==> src/rtl/load_extend_unit.sv <==
module load_extend_unit #(
  parameter int DW = 32
) (
  input  logic          clk,
  input  logic          rst_n,
  input  logic          in_valid,
  input  logic [2:0]    ld_type,
  input  logic [DW-1:0] mem_word,
  input  logic [1:0]    addr_lo,
  input  logic          file_sel,
  output logic [DW-1:0] res_data,
  output logic          res_file_b,
  output logic          res_we,
  output logic          res_valid,
  output logic          res_illegal,
  output logic          res_misalign
);

  localparam logic [2:0] T_HALF_U = 3'b000;
  localparam logic [2:0] T_BYTE_U = 3'b001;
  localparam logic [2:0] T_BYTE_S = 3'b010;
  localparam logic [2:0] T_HALF_S = 3'b100;
  localparam logic [2:0] T_WORD   = 3'b110;

  logic [7:0]    lane_b;
  logic [15:0]   lane_h;
  logic [DW-1:0] ext;
  logic          bad_type;
  logic          mis;

  assign lane_b = mem_word[{addr_lo, 3'b000} +: 8];
  assign lane_h = addr_lo[1] ? mem_word[31:16] : mem_word[15:0];

  always_comb begin
    ext      = '0;
    bad_type = 1'b0;
    mis      = 1'b0;
    case (ld_type)
      T_BYTE_S: ext = {{(DW-8){lane_b[7]}}, lane_b};
      T_BYTE_U: ext = {{(DW-8){1'b0}}, lane_b};
      T_HALF_S: begin
        ext = {{(DW-16){lane_h[15]}}, lane_h};
        mis = addr_lo[0];
      end
      T_HALF_U: begin
        ext = {{(DW-16){1'b0}}, lane_h};
        mis = addr_lo[0];
      end
      T_WORD: begin
        ext = mem_word;
        mis = |addr_lo;
      end
      default: bad_type = 1'b1;
    endcase
  end

  always_ff @(posedge clk) begin
    if (!rst_n) begin
      res_data     <= '0;
      res_file_b   <= 1'b0;
      res_we       <= 1'b0;
      res_valid    <= 1'b0;
      res_illegal  <= 1'b0;
      res_misalign <= 1'b0;
    end else begin
      res_valid    <= in_valid;
      res_data     <= in_valid ? ext : '0;
      res_file_b   <= in_valid & file_sel;
      res_we       <= in_valid & ~bad_type;
      res_illegal  <= in_valid & bad_type;
      res_misalign <= in_valid & mis;
    end
  end


  we_vs_illegal_chk: assert property (@(posedge clk) disable iff (!rst_n)
    res_valid |-> (res_we != res_illegal));


  illegal_zero_chk: assert property (@(posedge clk) disable iff (!rst_n)
    res_illegal |-> (res_data == '0));


  valid_delay_chk: assert property (@(posedge clk) disable iff (!rst_n)
    $past(rst_n) |-> (res_valid == $past(in_valid)));


  idle_quiet_chk: assert property (@(posedge clk) disable iff (!rst_n)
    !res_valid |-> !(res_we | res_illegal | res_misalign));


  misalign_legal_chk: assert property (@(posedge clk) disable iff (!rst_n)
    res_misalign |-> (res_we && !res_illegal));

endmodule

==> config.mk <==
export PLATFORM = sky130hd
export DESIGN_NAME = load_extend_unit
export DESIGN_NICKNAME = d
export VERILOG_FILES = /design/src/rtl/load_extend_unit.sv
export SDC_FILE = /design/constraint.sdc
export NUM_CORES = 1
export LEC_CHECK = 0
export ABC_AREA = 0
export BUFFER_PORTS_ARGS = -buffer_cell sky130_fd_sc_hd__buf_4
export CAP_MARGIN = 15
export CORE_MARGIN = 2
export CORE_UTILIZATION = 46
export DETAILED_ROUTE_END_ITERATION = 10
export GPL_ROUTABILITY_DRIVEN = 0
export HOLD_SLACK_MARGIN = 0.03
export PLACE_DENSITY = 0.79
export SYNTH_ARGS = -nofsm -noshare
export SYNTH_HDL_FRONTEND = slang
export SYNTH_SLANG_ARGS = --single-unit
==> constraint.sdc <==
create_clock -name clk -period 1.6 [get_ports clk]
set_clock_uncertainty 0.05 [all_clocks]
set_input_delay 0.32 -clock clk [delete_from_list [all_inputs] [get_ports clk]]
set_output_delay 0.32 -clock clk [all_outputs]
set_load 0.05 [all_outputs]
# ---- Yosys cells after proc, flatten, opt, wreduce, memory -nomap -nowiden
# Cells that the tools add are included.
dict set report word_totals {
  ff_bits 37
  input_bits 41
  out_inout_bits 37
  wordCells 24
}
dict set report classes {
  n_eq_ne 4
  n_shift 1
  muxes 4
  n_bitwise 4
  reduce_logical 5
}
# op count
set ops {}
lappend ops {{$pmux 32 s5} 1}
lappend ops {{$shiftx 32x6->8} 1}
lappend ops {{$mux 16} 1}
lappend ops {{$eq 3x3->1 const B} 2}
lappend ops {{$reduce_or 5->1} 1}
lappend ops {{$and 1x1->1} 4}
lappend ops {{$reduce_or 2->1} 2}
lappend ops {{$eq 3x1->1 const B} 1}
lappend ops {{$eq 3x2->1 const B} 1}
lappend ops {{$logic_not 3->1} 1}
lappend ops {{$pmux 1 s2} 1}
lappend ops {{$reduce_and 2->1} 1}
lappend ops {{$mux 1} 1}

# ---- Longest topological paths before layout
dict set report depth {
  ltp_word 4
  ltp_mapped 6
  depth_no_buf 4
}

# ---- Worst setup path after synthesis
# No wires, ideal clock.
dict set report synth_path {
  path_type {input port to flip-flop}
  from {in addr_lo[1]}
  to {reg res_data[3]}
  setup_time_ns 0.124
  arrival_time_ns 1.298
  t_required_ns 1.426
  setup_slack_ns 0.127
  stages 5
  path_buffers 2
  path_cell_list {buf_2 -> buf_2 -> mux2_2 -> a32oi_1 -> a21oi_1}
}
dict set report synth_between {
  elab_chain_cells 2
  word_cells_on_any_way 3
  cone_classes {shift: 1; mux: 2}
}
# item line
set synth_rtl {}
lappend synth_rtl {{start, declared} 9} ;# input logic [1:0] addr_lo,
lappend synth_rtl {{$shiftx 32x6->8 / $mux 16 (equally long branches)} {31, 32}}
lappend synth_rtl {{$pmux 32 s5 (*)} 38} ;# case (ld_type)
lappend synth_rtl {{end signal, assigned} 67} ;# res_data <= in_valid ? ext : '0;
lappend synth_rtl {{end, declared} 11} ;# output logic [DW-1:0] res_data,
# Every way passes the cells marked *; elsewhere a longest branch is shown, timed or not.
# A chain may end at the register's enable or synchronous reset.

# ---- Final worst setup path
dict set report layout_path {
  from {in addr_lo[0]}
  to {reg res_data[18]}
}
dict set report layout_between {
  elab_chain_cells 2
}
# item line
set layout_rtl {}
lappend layout_rtl {{$shiftx 32x6->8} 31} ;# assign lane_b = mem_word[{addr_lo, 3'b000} +: 8];
lappend layout_rtl {{$pmux 32 s5} 38}
# Every way passes these cells.

==> impl_metrics.tcl <==
set metrics [dict create \
    final.fill_count 287 \
    nets 291 \
    cts_buffer_depth 2 \
    finalSetupViolations 0 \
    finalNonFillerCells 297 \
    p_clk_share_pct 24.0 \
    ys_warn_count 0 \
    syn_avg_cell_area_um2 9.862 \
    max_cap_viol_count 0 \
    hp-class "in -> reg" \
    die_w_um 64.37 \
    timing.final.crit_share_pct 78.46 \
    ys_async_sr_fraction_pct 0 \
    final_util_pct 69.01 \
    synthTopCellsByArea "dfxtp_1 44%, mux2_2 11%, mux2i_1 9.6%, o21ai_0 7.2%, a32oi_1 3.7%" \
    grt_max_degree 29 \
    cts_sinks 37 \
    synth.most_common_cell "dfxtp_1" \
    p_comb_share_pct 25.4 \
    internal_power_mw 1.331 \
    setup_slack_ns 0.3447 \
    synth_flop_cell "dfxtp_1" \
    p_sw_mw 0.5697 \
    grt_pass1_wl_mm 6.831 \
    dieArea_mm2 0.004144 \
    start_util_pct 49.08 \
    grt_overflow 0 \
    cp-end-kind "flop" \
    synth_area_mm2 0.001677 \
    synthToLayoutAreaGrowth_pct 40.60 \
    drt_iter0_markers 106 \
    rsz0062_at_grt "false" \
    routed_wl_mm 4.361 \
    yosysSeqAreaShare_pct 44.18 \
    cts_buffers 5 \
    dp_slack_ns -0.01078 \
    start_kind "input port" \
    die-height_um 64.37 \
    cts_tree "built" \
    leakage_nw 1.104 \
    maxSlewViolCount 0 \
    post_cts_buffers 0 \
    htree_levels 2 \
    cp_max_fo 18 \
    cts_root_buf "clkbuf_4" \
    max_freq_ghz 0.7966 \
    synth_top_cells_by_count "37 x dfxtp_1, 24 x o21ai_0, 16 x mux2_2, 16 x mux2i_1, 11 x nand2_1" \
    hpwl_mm 3.268 \
    status "finished clean" \
    synth_nets 211 \
    vias_per_cell 5.411 \
    cts_resized 0 \
    cp_data_required_time_ns 1.76 \
    grt_pass1_vias 1426 \
    power_density_mw_per_mm2 806.4 \
    critical_path_class "in -> reg" \
    ys_ff_latch 37 \
    power_mw 1.901 \
    core.rowCount 21 \
    synth_edf_count 0 \
    finalHoldViolations 0 \
    first_pass_iters 4 \
    io_pins 78 \
    layout-drive-gt1-share_pct 44.62 \
    grt_usage_pct 21.26 \
    tns_ns 0 \
    p_sw_share_pct 29.97 \
    min_period_ns 1.255 \
    clkTransAtPathRegs_ns 0.10 \
    yosys.cell_types.count 28 \
    maxSlewHeadroom_pct 70.36 \
    core_area_mm2 0.003416 \
    ant_nets 0 \
    drc 0 \
    peakVddDrop_mv 0.5452 \
    dp.cells 289 \
    portBuffers 77 \
    antenna_found_initial 0 \
    insertedDiodeCount 0 \
    tightest_slew_ns 0.4435 \
    synth_top_area_cell "dfxtp_1" \
    synthCells 170 \
    wl_per_cell_um 14.68 \
    synth_top_area_share_pct 44.18 \
    via_count 1607 \
    cp_data_arrival_time_ns 1.42 \
    cts_hold_buf 0 \
    seq_power_share_pct 50.5 \
]
flip-flops by register name, indices dropped and copies added (netlist names):
signal	cells
res_data	32
res_file_b	1
res_illegal	1
res_misalign	1
res_valid	1
res_we	1
per-layer routing:
metal | wire, um | track usage, % | vias up
met5 | 0 | 0 | -
met4 | 42 | 6.383 | 0
met3 | 349 | 8.099 | 6
met2 | 2057 | 32.94 | 73
met1 | 1912 | 27.44 | 737
li1 | - | - | 791
layout by cell type (no fill, tap or decap), drive strengths merged, types with 2 or more instances in the layout:
cell,count
mux2i,16
a31oi,8
inv,3
and3b,2
a21oi,8
clkbuf,8
o31ai,2
nand2,12
a32oi,7
nand3,7
mux2,16
buf,89
dfxtp,37
o21ai,26
power by group through the flow:
| stage | logic [mW] | registers, mW | clock network [mW] |
|---|---|---|---|
| 2_1_floorplan | 0.193 | 1.09 | 0 |
| 3_3_place_gp | 0.475 | 0.981 | 0 |
| 6_report | 0.483 | 0.960 | 0.457 |
| 3_5_place_dp | 0.480 | 0.981 | 0 |
| 4_1_cts | 0.482 | 0.961 | 0.467 |
| 5_1_grt | 0.513 | 0.963 | 0.518 |
stage by stage:
stage          hold WS, ns  cell area (um2)
6_report            0.1669             2357
2_1_floorplan       0.4159             1677
4_1_cts             0.1579             2357
5_1_grt             0.1444             2357
3_3_place_gp        0.4949             2308
3_5_place_dp        0.5236             2308
kinds of logic (layout without fill, tap and decap cells):
kind of cell    count (synthesis)  in the layout  share of synthesized area [%]
buf+inv                        19            100                          6.268
mux                            33             33                          21.64
compound gates                 54             54                          19.18
flops                          37             37                          44.18
simple gates                   26             26                          8.209
xor+xnor                        1              1                         0.5225
final cells by class:
type                       count  area (um2)  area share (%)
inverter                       3       11.26          0.4777
clock buffer                   8       48.80           2.070
sequential                    37       740.7           31.42
multi-input combinational    114       830.8           35.24
tap                           46       57.56           2.442
timing repair buffer          89       668.1           28.34
path summary, 6_finish.rpt:
| kind | start | slack [ns] | depth (start not counted) | end |
|---|---|---|---|---|
| max | addr_lo[0] | 0.34 | 4 | res_data[18]$_SDFF_PN0_ |
| min | ld_type[0] | 0.17 | 2 | res_misalign$_SDFF_PN0_ |
critical path, stage by stage:
cell,delay (ns)
buf_4,0.10
mux4_2,0.69
mux2i_1,0.20
o21ai_0,0.10
Power figures use the tool's default switching activity.
